### src/rtl/pf_pkg.sv
package pf_pkg;

    typedef enum logic [2:0] {
        RD_CFG  = 3'd0,
        RD_IO   = 3'd1,
        RD_MEM  = 3'd2,
        RD_LINE = 3'd3,
        RD_MULT = 3'd4
    } rd_cmd_e;

    typedef struct packed {
        logic [2:0] cmd;
        logic       pref;
        logic [7:0] cls;
        logic       flow;
    } rd_req_t;

    // True when the command is allowed to read ahead at all.
    function automatic logic may_prefetch(input logic [2:0] cmd, input logic pref);
        return (cmd == RD_LINE) || (cmd == RD_MULT) || ((cmd == RD_MEM) && pref);
    endfunction

    // log2 of the aligned block size in DWORDs; 0 means a single DWORD.
    function automatic logic [4:0] blk_log2(input rd_req_t req, input logic [4:0] page_lg);
        logic [4:0] lg;
        logic       line_ok;
        line_ok = 1'b1;
        case (req.cls)
            8'd1:    lg = 5'd0;
            8'd2:    lg = 5'd1;
            8'd4:    lg = 5'd2;
            8'd8:    lg = 5'd3;
            8'd16:   lg = 5'd4;
            default: begin lg = 5'd4; line_ok = 1'b0; end
        endcase
        if (!line_ok) lg = 5'd4;
        if (!may_prefetch(req.cmd, req.pref)) begin
            lg = 5'd0;
        end else if (req.flow) begin
            lg = page_lg;
        end else if (req.cmd == RD_MULT) begin
            lg = lg + 5'd1;
        end
        return lg;
    endfunction

endpackage

### src/rtl/pf_limit_calc.sv
module pf_limit_calc
    import pf_pkg::*;
#(
    parameter int ADDR_W  = 30,
    parameter int PAGE_LG = 10,
    parameter int CNT_W   = PAGE_LG + 1
) (
    input  rd_req_t           req,
    input  logic [ADDR_W-1:0] addr,
    output logic [CNT_W-1:0]  limit
);
    logic [4:0]       lg;
    logic [CNT_W-1:0] blk;
    logic [CNT_W-1:0] off;

    always_comb begin
        lg    = blk_log2(req, 5'(PAGE_LG));
        blk   = CNT_W'(1) << lg;
        off   = CNT_W'(addr[PAGE_LG-1:0]) & (blk - CNT_W'(1));
        limit = blk - off;
    end
endmodule

### src/rtl/pf_fetch_ctr.sv
module pf_fetch_ctr #(
    parameter int CNT_W = 11
) (
    input  logic             clk,
    input  logic             rst,
    input  logic             load,
    input  logic [CNT_W-1:0] limit_in,
    input  logic             fetch_vld,
    input  logic             tgt_disc,
    input  logic             frame_stop_en,
    input  logic             ini_frame,
    input  logic             abort,
    output logic [CNT_W-1:0] limit_q,
    output logic [CNT_W-1:0] cnt,
    output logic             running,
    output logic             stop_pulse
);
    logic [CNT_W-1:0] cnt_nx;
    logic             halt;

    always_comb begin
        cnt_nx = cnt + CNT_W'(fetch_vld);
        halt   = (cnt_nx == limit_q) || tgt_disc || abort
               || (frame_stop_en && !ini_frame);
    end

    always_ff @(posedge clk) begin
        if (rst) begin
            limit_q    <= '0;
            cnt        <= '0;
            running    <= 1'b0;
            stop_pulse <= 1'b0;
        end else begin
            stop_pulse <= 1'b0;
            if (load) begin
                limit_q <= limit_in;
                cnt     <= '0;
                running <= 1'b1;
            end else if (running) begin
                cnt <= cnt_nx;
                if (halt) begin
                    running    <= 1'b0;
                    stop_pulse <= 1'b1;
                end
            end
        end
    end
endmodule

### src/rtl/pf_dlv_track.sv
module pf_dlv_track #(
    parameter int CNT_W = 11
) (
    input  logic             clk,
    input  logic             rst,
    input  logic             load,
    input  logic             active,
    input  logic             fetch_done,
    input  logic [CNT_W-1:0] fetch_cnt,
    input  logic             xfer_vld,
    input  logic             ini_end,
    output logic             last_dw,
    output logic             discard,
    output logic [CNT_W-1:0] drop_cnt,
    output logic             end_sess
);
    logic [CNT_W-1:0] dlv_cnt;
    logic [CNT_W-1:0] dlv_nx;
    logic [CNT_W-1:0] left;
    logic             take;

    always_comb begin
        take     = active && xfer_vld && (dlv_cnt < fetch_cnt);
        dlv_nx   = dlv_cnt + CNT_W'(take);
        left     = fetch_cnt - dlv_nx;
        last_dw  = take && fetch_done && (dlv_nx == fetch_cnt);
        end_sess = active && (last_dw || ini_end);
    end

    always_ff @(posedge clk) begin
        if (rst) begin
            dlv_cnt  <= '0;
            discard  <= 1'b0;
            drop_cnt <= '0;
        end else begin
            discard <= 1'b0;
            if (load) begin
                dlv_cnt  <= '0;
                drop_cnt <= '0;
            end else if (active) begin
                dlv_cnt <= dlv_nx;
                if (ini_end && !last_dw && (left != '0)) begin
                    discard  <= 1'b1;
                    drop_cnt <= left;
                end
            end
        end
    end
endmodule

### src/rtl/pf_boundary_ctrl.sv
module pf_boundary_ctrl
    import pf_pkg::*;
#(
    parameter int ADDR_W  = 30,
    parameter int PAGE_DW = 1024,
    localparam int PAGE_LG = $clog2(PAGE_DW),
    localparam int CNT_W   = PAGE_LG + 1
) (
    input  logic              clk,
    input  logic              rst,
    input  logic              start,
    input  logic [2:0]        rd_cmd,
    input  logic              pref_space,
    input  logic [7:0]        line_size,
    input  logic [ADDR_W-1:0] start_addr,
    input  logic              flow_mode,
    input  logic              ini_frame,
    input  logic              tgt_disc,
    input  logic              fetch_vld,
    input  logic              xfer_vld,
    input  logic              ini_end,
    output logic              busy,
    output logic              pf_run,
    output logic [CNT_W-1:0]  fetch_limit,
    output logic [CNT_W-1:0]  fetch_cnt,
    output logic              fetch_stop,
    output logic              last_dw,
    output logic              discard,
    output logic [CNT_W-1:0]  drop_cnt
);
    rd_req_t          req;
    logic [CNT_W-1:0] limit_new;
    logic             fstop_en_q;
    logic             end_sess;

    always_comb begin
        req.cmd  = rd_cmd;
        req.pref = pref_space;
        req.cls  = line_size;
        req.flow = flow_mode;
    end

    pf_limit_calc #(
        .ADDR_W (ADDR_W),
        .PAGE_LG(PAGE_LG),
        .CNT_W  (CNT_W)
    ) u_lim (
        .req  (req),
        .addr (start_addr),
        .limit(limit_new)
    );

    pf_fetch_ctr #(.CNT_W(CNT_W)) u_fetch (
        .clk          (clk),
        .rst          (rst),
        .load         (start),
        .limit_in     (limit_new),
        .fetch_vld    (fetch_vld),
        .tgt_disc     (tgt_disc),
        .frame_stop_en(fstop_en_q),
        .ini_frame    (ini_frame),
        .abort        (busy && ini_end),
        .limit_q      (fetch_limit),
        .cnt          (fetch_cnt),
        .running      (pf_run),
        .stop_pulse   (fetch_stop)
    );

    pf_dlv_track #(.CNT_W(CNT_W)) u_dlv (
        .clk       (clk),
        .rst       (rst),
        .load      (start),
        .active    (busy),
        .fetch_done(!pf_run),
        .fetch_cnt (fetch_cnt),
        .xfer_vld  (xfer_vld),
        .ini_end   (ini_end),
        .last_dw   (last_dw),
        .discard   (discard),
        .drop_cnt  (drop_cnt),
        .end_sess  (end_sess)
    );

    always_ff @(posedge clk) begin
        if (rst) begin
            busy       <= 1'b0;
            fstop_en_q <= 1'b0;
        end else if (start) begin
            busy       <= 1'b1;
            fstop_en_q <= flow_mode && may_prefetch(rd_cmd, pref_space);
        end else if (end_sess) begin
            busy <= 1'b0;
        end
    end
endmodule

### config.mk
export PLATFORM = sky130hd
export DESIGN_NAME = pf_boundary_ctrl
export DESIGN_NICKNAME = d
export VERILOG_FILES = /design/src/rtl/pf_pkg.sv /design/src/rtl/pf_limit_calc.sv /design/src/rtl/pf_fetch_ctr.sv /design/src/rtl/pf_dlv_track.sv /design/src/rtl/pf_boundary_ctrl.sv
export SDC_FILE = /design/constraint.sdc
export NUM_CORES = 1
export LEC_CHECK = 0
export BUFFER_PORTS_ARGS = -buffer_cell sky130_fd_sc_hd__buf_4
export CORE_MARGIN = 2
export CORE_UTILIZATION = 56
export DETAILED_ROUTE_END_ITERATION = 6
export PLACE_DENSITY = 0.82
export SKIP_CTS_REPAIR_TIMING = 1
export SLEW_MARGIN = 30
export SYNTH_ARGS = -nofsm -noshare
export SYNTH_HDL_FRONTEND = slang
export SYNTH_SLANG_ARGS = --single-unit
### constraint.sdc
create_clock -name clk -period 5.5 [get_ports clk]
set_input_delay 0.275 -clock clk [delete_from_list [all_inputs] [get_ports clk]]
set_output_delay 0.275 -clock clk [all_outputs]
set_load 0.05 [all_outputs]
; Yosys cells after proc, flatten, opt, wreduce, memory -nomap -nowiden
; Index checks and enable logic that the tools add are counted.
[word_totals]
memories = 0
word_cells = 70
ramBits = 0
rom_bits = 0
regBits = 49
input_bits = 51
latchBits = 0
[classes]
n_addsub = 6
n_reduce_logical = 27
n_mux = 13
eq_ne = 10
n_shift = 1
order_cmp = 1
n_mul = 0
bitwise = 3
n_div = 0
[op_table]
columns = operator, count
row1 = $add A11 B1 Y11, 2
row2 = $eq A11 B11 Y1, 2
row3 = $sub A11 B11 Y11, 2
row4 = $mux W5, 3
row5 = $pmux W3 S4, 1
row6 = $and A10 B11 Y11, 1
row7 = $logic_and A1 B1 Y1, 11
row8 = $lt A11 B11 Y1, 1
row9 = $reduce_bool A11 Y1, 1
row10 = $shl A1 B5 Y11 const A, 1
row11 = $sub A11 B1 Y11 const B, 1
row12 = $eq A8 B1 Y1 const B, 1
row13 = $eq A8 B2 Y1 const B, 1
row14 = $eq A8 B3 Y1 const B, 1
row15 = $eq A8 B4 Y1 const B, 1
row16 = $eq A8 B5 Y1 const B, 1
row17 = $mux W1, 8
row18 = $eq A3 B2 Y1 const B, 2
row19 = $logic_or A1 B1 Y1, 6
row20 = $reduce_or A3 Y1, 2
row21 = $reduce_or A5 Y1, 1
row22 = $add A3 B1 Y4 const B, 1
row23 = $eq A3 B3 Y1 const B, 1
row24 = $logic_not A1 Y1, 3
row25 = other kinds (5), 6

; Longest topological paths before layout
[logic_depth]
depth_word = 12
depth_mapped = 22
depth_no_buf = 21

; Modules after synthesis
; From an unflattened synthesis, not the netlist that was laid out.
[unflattened]
cells_unflattened = 565
hier_area_um2 = 4515.6
[modules_own_cells]
columns = module, seq_area_each_um2, instances, cells_each, area_each_um2
row1 = pf_dlv_track, 460.4, 1, 289, 2278.4
row2 = pf_fetch_ctr, 480.5, 1, 140, 1292.5
row3 = pf_limit_calc, 0.0, 1, 122, 834.6
row4 = pf_boundary_ctrl, 40.0, 1, 14, 110.1

; Least setup slack after synthesis
; OpenSTA, ideal clock, no wires.
[synth_path]
kind = register to register
startpoint = register u_fetch.cnt[4]
endpoint = register u_dlv.drop_cnt[0]
path_slack_ns = 0.550
required_ns = 5.420
path_buffers = 2
t_arrival_ns = 4.871
path_stages_with_launch = 21
path_cell_list = dfxtp_1 > clkbuf_1 > inv_1 > ha_1 > a2111oi_0 > o21ai_0 > a21oi_1 > ha_1 > ha_1 > inv_1 > ha_1 > nor2b_1 > o21a_1 > o311ai_0 > nand3_1 > xor2_1 > or4_4 > nor4_4 > buf_4 > a211oi_1 > a211oi_2
[synth_between]
elab_chain_cells = 9
[synth_lines]
columns = item, line_no
row1 = from (decl), pf_fetch_ctr.sv:14  ; output logic [CNT_W-1:0] cnt,
row2 = from (signal assigned), pf_fetch_ctr.sv:40  ; cnt <= cnt_nx;
row3 = $lt A11 B11 Y1 (*), pf_dlv_track.sv:23  ; take = active && xfer_vld && (dlv_cnt < fetch_cnt);
row4 = $logic_and A1 B1 Y1 (*), pf_dlv_track.sv:23
row5 = $add A11 B1 Y11 (*), pf_dlv_track.sv:24  ; dlv_nx = dlv_cnt + CNT_W'(take);
row6 = named net u_dlv.dlv_nx[1], pf_dlv_track.sv:18  ; logic [CNT_W-1:0] dlv_nx;
row7 = "parallel branches: the longest is 4 deep, another holds $sub A11 B11 Y11", n/a
row8 = $logic_and A1 B1 Y1 (*), pf_dlv_track.sv:42  ; if (ini_end && !last_dw && (left != '0)) begin
row9 = $reduce_and A2 Y1 (no source line) (*), n/a
row10 = to (signal assigned), pf_dlv_track.sv:44  ; drop_cnt <= left;
row11 = to (decl), pf_dlv_track.sv:14  ; output logic [CNT_W-1:0] drop_cnt,
; Mark *: on every way through the listed nets, which the timed path passes.
; A chain may end at the register's enable or synchronous reset.

; Worst setup path in the final report
[layout_path]
startpoint = register u_fetch.cnt[2]
endpoint = register u_dlv.drop_cnt[3]
[layout_between]
elab_chain_cells = 9
[layout_lines]
columns = item
row1 = "parallel branches: the longest is 9 deep, another holds $lt A11 B11 Y1"
; Parallel ways; which one is timed is not known.

==> metrics.md <==
| Metric | Value |
|---|---|
| Critical Path AT | `5250 ps` |
| Pins Over Slew Limit | `0` |
| Slowest cell on the critical path | `or4_4` |
| Post-synthesis register bit count | `49` |
| Num CTS Buffers | `5` |
| FILL cells | `621` |
| Vias in the first global route | `3,784` |
| Slew margin rel. | `41.67%` |
| Worst path required time | `5680 ps` |
| Antenna-violating nets left | `0` |
| Via-per-instance ratio | `5.930` |
| DP Wirelength | `8.098 mm` |
| Placement Cell Area | `4676 sq um` |
| GRT Resource Usage Total | `26.53%` |
| Post-synthesis cell count | `529` |
| Async SR Flop Fraction | `0%` |
| Total power | `0.8666 mW` |
| Synthesized area per cell | `7.677 sq um` |
| EDFF count, synth | `0` |
| Top cells by count, synth | `nor2_1 (65), dfxtp_1 (49), nand2_1 (43), xnor2_1 (43), nand3_1 (34)` |
| DR WL/cell | `14.93 um` |
| RSZ-0062 raised after global routing | `false` |
| Final wirelength | `10.30 mm` |
| Main flop type after synthesis | `dfxtp_1` |
| Residual DRC count | `0` |
| FF-to-FF path depth | `19` |
| I/O Pins | `89` |
| Worst setup margin | `427.9 ps` |
| Top cells by area, synth | `dfxtp_1 (24%), xnor2_1 (9.3%), ha_1 (7.4%), nor2_1 (6.0%), xor2_1 (5.2%)` |
| Yosys top cell area share | `24.15%` |
| Worst setup EP type | `flop` |
| Clk buf depth | `2` |
| Worst Hold Class | `primary input to flop` |
| Final setup fails | `0` |
| Clk_skew | `9.023 ps` |
| Crit-path most repeated cell | `ha_1` |
| DRT Pass-1 Iters | `5` |
| Crit path cell chain | `inv_1, ha_1, a21o_1, a21oi_1, o21ai_0, a21oi_2, ha_1, ha_1, xnor2_1, ha_1, a21o_1, o21ai_0, a31oi_1, nor2_1, xnor2_1, or4_4, nor4_4, a21o_1, a211oi_2` |
| Routed via count | `4,092` |
| PD cells | `180.7 nW/um^2` |
| Min Clock Period, post-route | `5072 ps` |
| Worst Path Class, Setup | `flop to flop` |
| Clk_lat worst skew | `310 ps` |
| CP peak stage delay | `570 ps` |
| Die W | `89.16 um` |
| Vert. Die Dim | `89.16 um` |
| Hold path depth | `3` |
| Max_cap viols | `0` |
| Htree depth | `2` |
| Final Hold Viols | `0` |
| Design area | `4796 sq um` |
| Synth Cell Area | `4061 sq um` |
| Row cnt | `31` |
| Min-delay src | `tgt_disc` |
| Ys Warns | `0` |
| Final net count | `667` |
| Layout cells sized above 1 | `18.44%` |
| Port Buffers | `68` |
| Largest net degree at the start of global routing | `30` |
| First-pass GRT wire length | `16.89 mm` |
| Max Freq | `0.1972 GHz` |
| Crit path launch type | `flop` |
| Pre-CTS setup slack | `313.1 ps` |
| Worst r2r src | `u_fetch.cnt[2]` |
| Post-Route Setup TNS | `0 ps` |
| Synth cell types | `65` |
| CTS tree | `built` |
| DR iter-0 viols | `205` |
| Worst-path clk slew | `100 ps` |
| Worst setup path startpoint | `u_fetch.cnt[2]` |
| Period utilisation layout | `92.22%` |
| Die area | `7950 sq um` |
| LEAKAGE | `1.993 nW` |
| Register area share after synthesis | `24.15%` |
| Most numerous cell in the Yosys netlist | `nor2_1` |
| Core area | `7137 sq um` |
| Starting density of the core | `56.91%` |
| CTS root buf | `clkbuf_8` |
| Worst Tran Pin Value | `871.8 ps` |
| Ant diodes | `0` |
| Post-synth top area cell | `dfxtp_1` |
| P&R area growth vs syn | `18.08%` |
| Peak supply drop | `108.7 uV` |
| Status | `finished clean` |
| Largest driver fanout on the critical path | `8` |
| Grt ovf | `0` |
| Clock Sinks | `49` |
| RePlAce Congestion | `0.9602` |
| Initial antenna violation count | `0` |
-- cell families (layout without fill, tap and decap cells) --
logic type | Yosys count | count (layout) | share of synthesized area [%]
flops | 49 | 49 | 24.15
mux | 9 | 9 | 2.218
fa+ha+maj | 26 | 26 | 8.380
buf+inv | 60 | 121 | 5.823
other cells | 1 | 2 | 0.09233
simple gates | 221 | 221 | 27.14
compound gates | 95 | 95 | 17.35
xor+xnor | 68 | 68 | 14.85
-- placed cells by master, fill, tap and decap left out, types with 6 or more instances in the layout --
cell type / synthesis / layout
ha_1: 24 / 24
nor4_1: 6 / 6
o21ai_0: 15 / 15
and3_1: 8 / 8
nand2_1: 43 / 42
nor2_1: 65 / 65
a21oi_1: 14 / 13
xor2_1: 24 / 24
nor3_1: 16 / 16
mux2i_1: 9 / 9
nand2b_1: 6 / 6
buf_4: 1 / 79
a211oi_1: 11 / 11
inv_1: 32 / 32
o211ai_1: 6 / 6
nand3_1: 34 / 34
xnor2_1: 43 / 43
dfxtp_1: 49 / 48
nand4_1: 14 / 14
-- metrics by stage --
| step | util, % | hold slack (ps) | instances |
|---|---|---|---|
| 2_1_floorplan | - | 427.8 | 530 |
| 3_3_place_gp | 65.48 | 453.7 | 682 |
| 3_5_place_dp | 65.52 | 455.1 | 682 |
| 4_1_cts | 67.13 | 213.7 | 690 |
| 5_1_grt | 67.20 | 227.6 | 690 |
| 6_report | 67.20 | 216.3 | 690 |
-- worst max-delay path, delay by kind of cell, from the launching register on --
kind	cells	cell delay, ps
and+or+nand+nor	3	1090
AOI/OAI and AO/OA	9	1700
DFF	1	500
adders and majority gates	4	1230
buffers and inverters	1	130
xor gates and xnor gates	2	290
-- state kept, by name, summed over array words and instances (netlist names) --
register,cells
busy,1
fstop_en_q,1
u_dlv.discard,1
u_dlv.dlv_cnt,11
u_dlv.drop_cnt,11
u_fetch.cnt,11
u_fetch.limit_q,11
u_fetch.running,1
u_fetch.stop_pulse,1
-- area by class of cell --
class,count,area (sq um),area share [%]
clock inverter,3,46.29,0.9653
inverter,34,127.6,2.661
clock buffer,5,68.82,1.435
timing repair buffer,79,593.1,12.37
sequential,49,982.2,20.48
tap,99,123.9,2.583
multi-input combinational,421,2854,59.51
-- final timing paths --
check / to / slack [ps]
worst max-delay path: u_dlv.drop_cnt[3] / 430
worst min-delay path: u_fetch.stop_pulse / 220
worst max register to register: u_dlv.drop_cnt[3] / 430
worst min register to register: u_dlv.drop_cnt[0] / 470
-- per-layer routing --
| metal | global-route usage [%] | vias to the layer above | wire (um) |
|---|---|---|---|
| met5 | 0 | - | 0 |
| met4 | 8.955 | 0 | 240 |
| met3 | 4.894 | 32 | 679 |
| met2 | 45.93 | 197 | 4857 |
| met1 | 33.09 | 1876 | 4522 |
| li1 | - | 1987 | - |
-- where the power goes --
group | switching, mW | internal [mW]
logic | 0.131 | 0.0865
clock network | 0.133 | 0.136
registers | 0.0133 | 0.366
total | 0.278 | 0.588
Note: power is estimated with default switching activity, not from simulation.
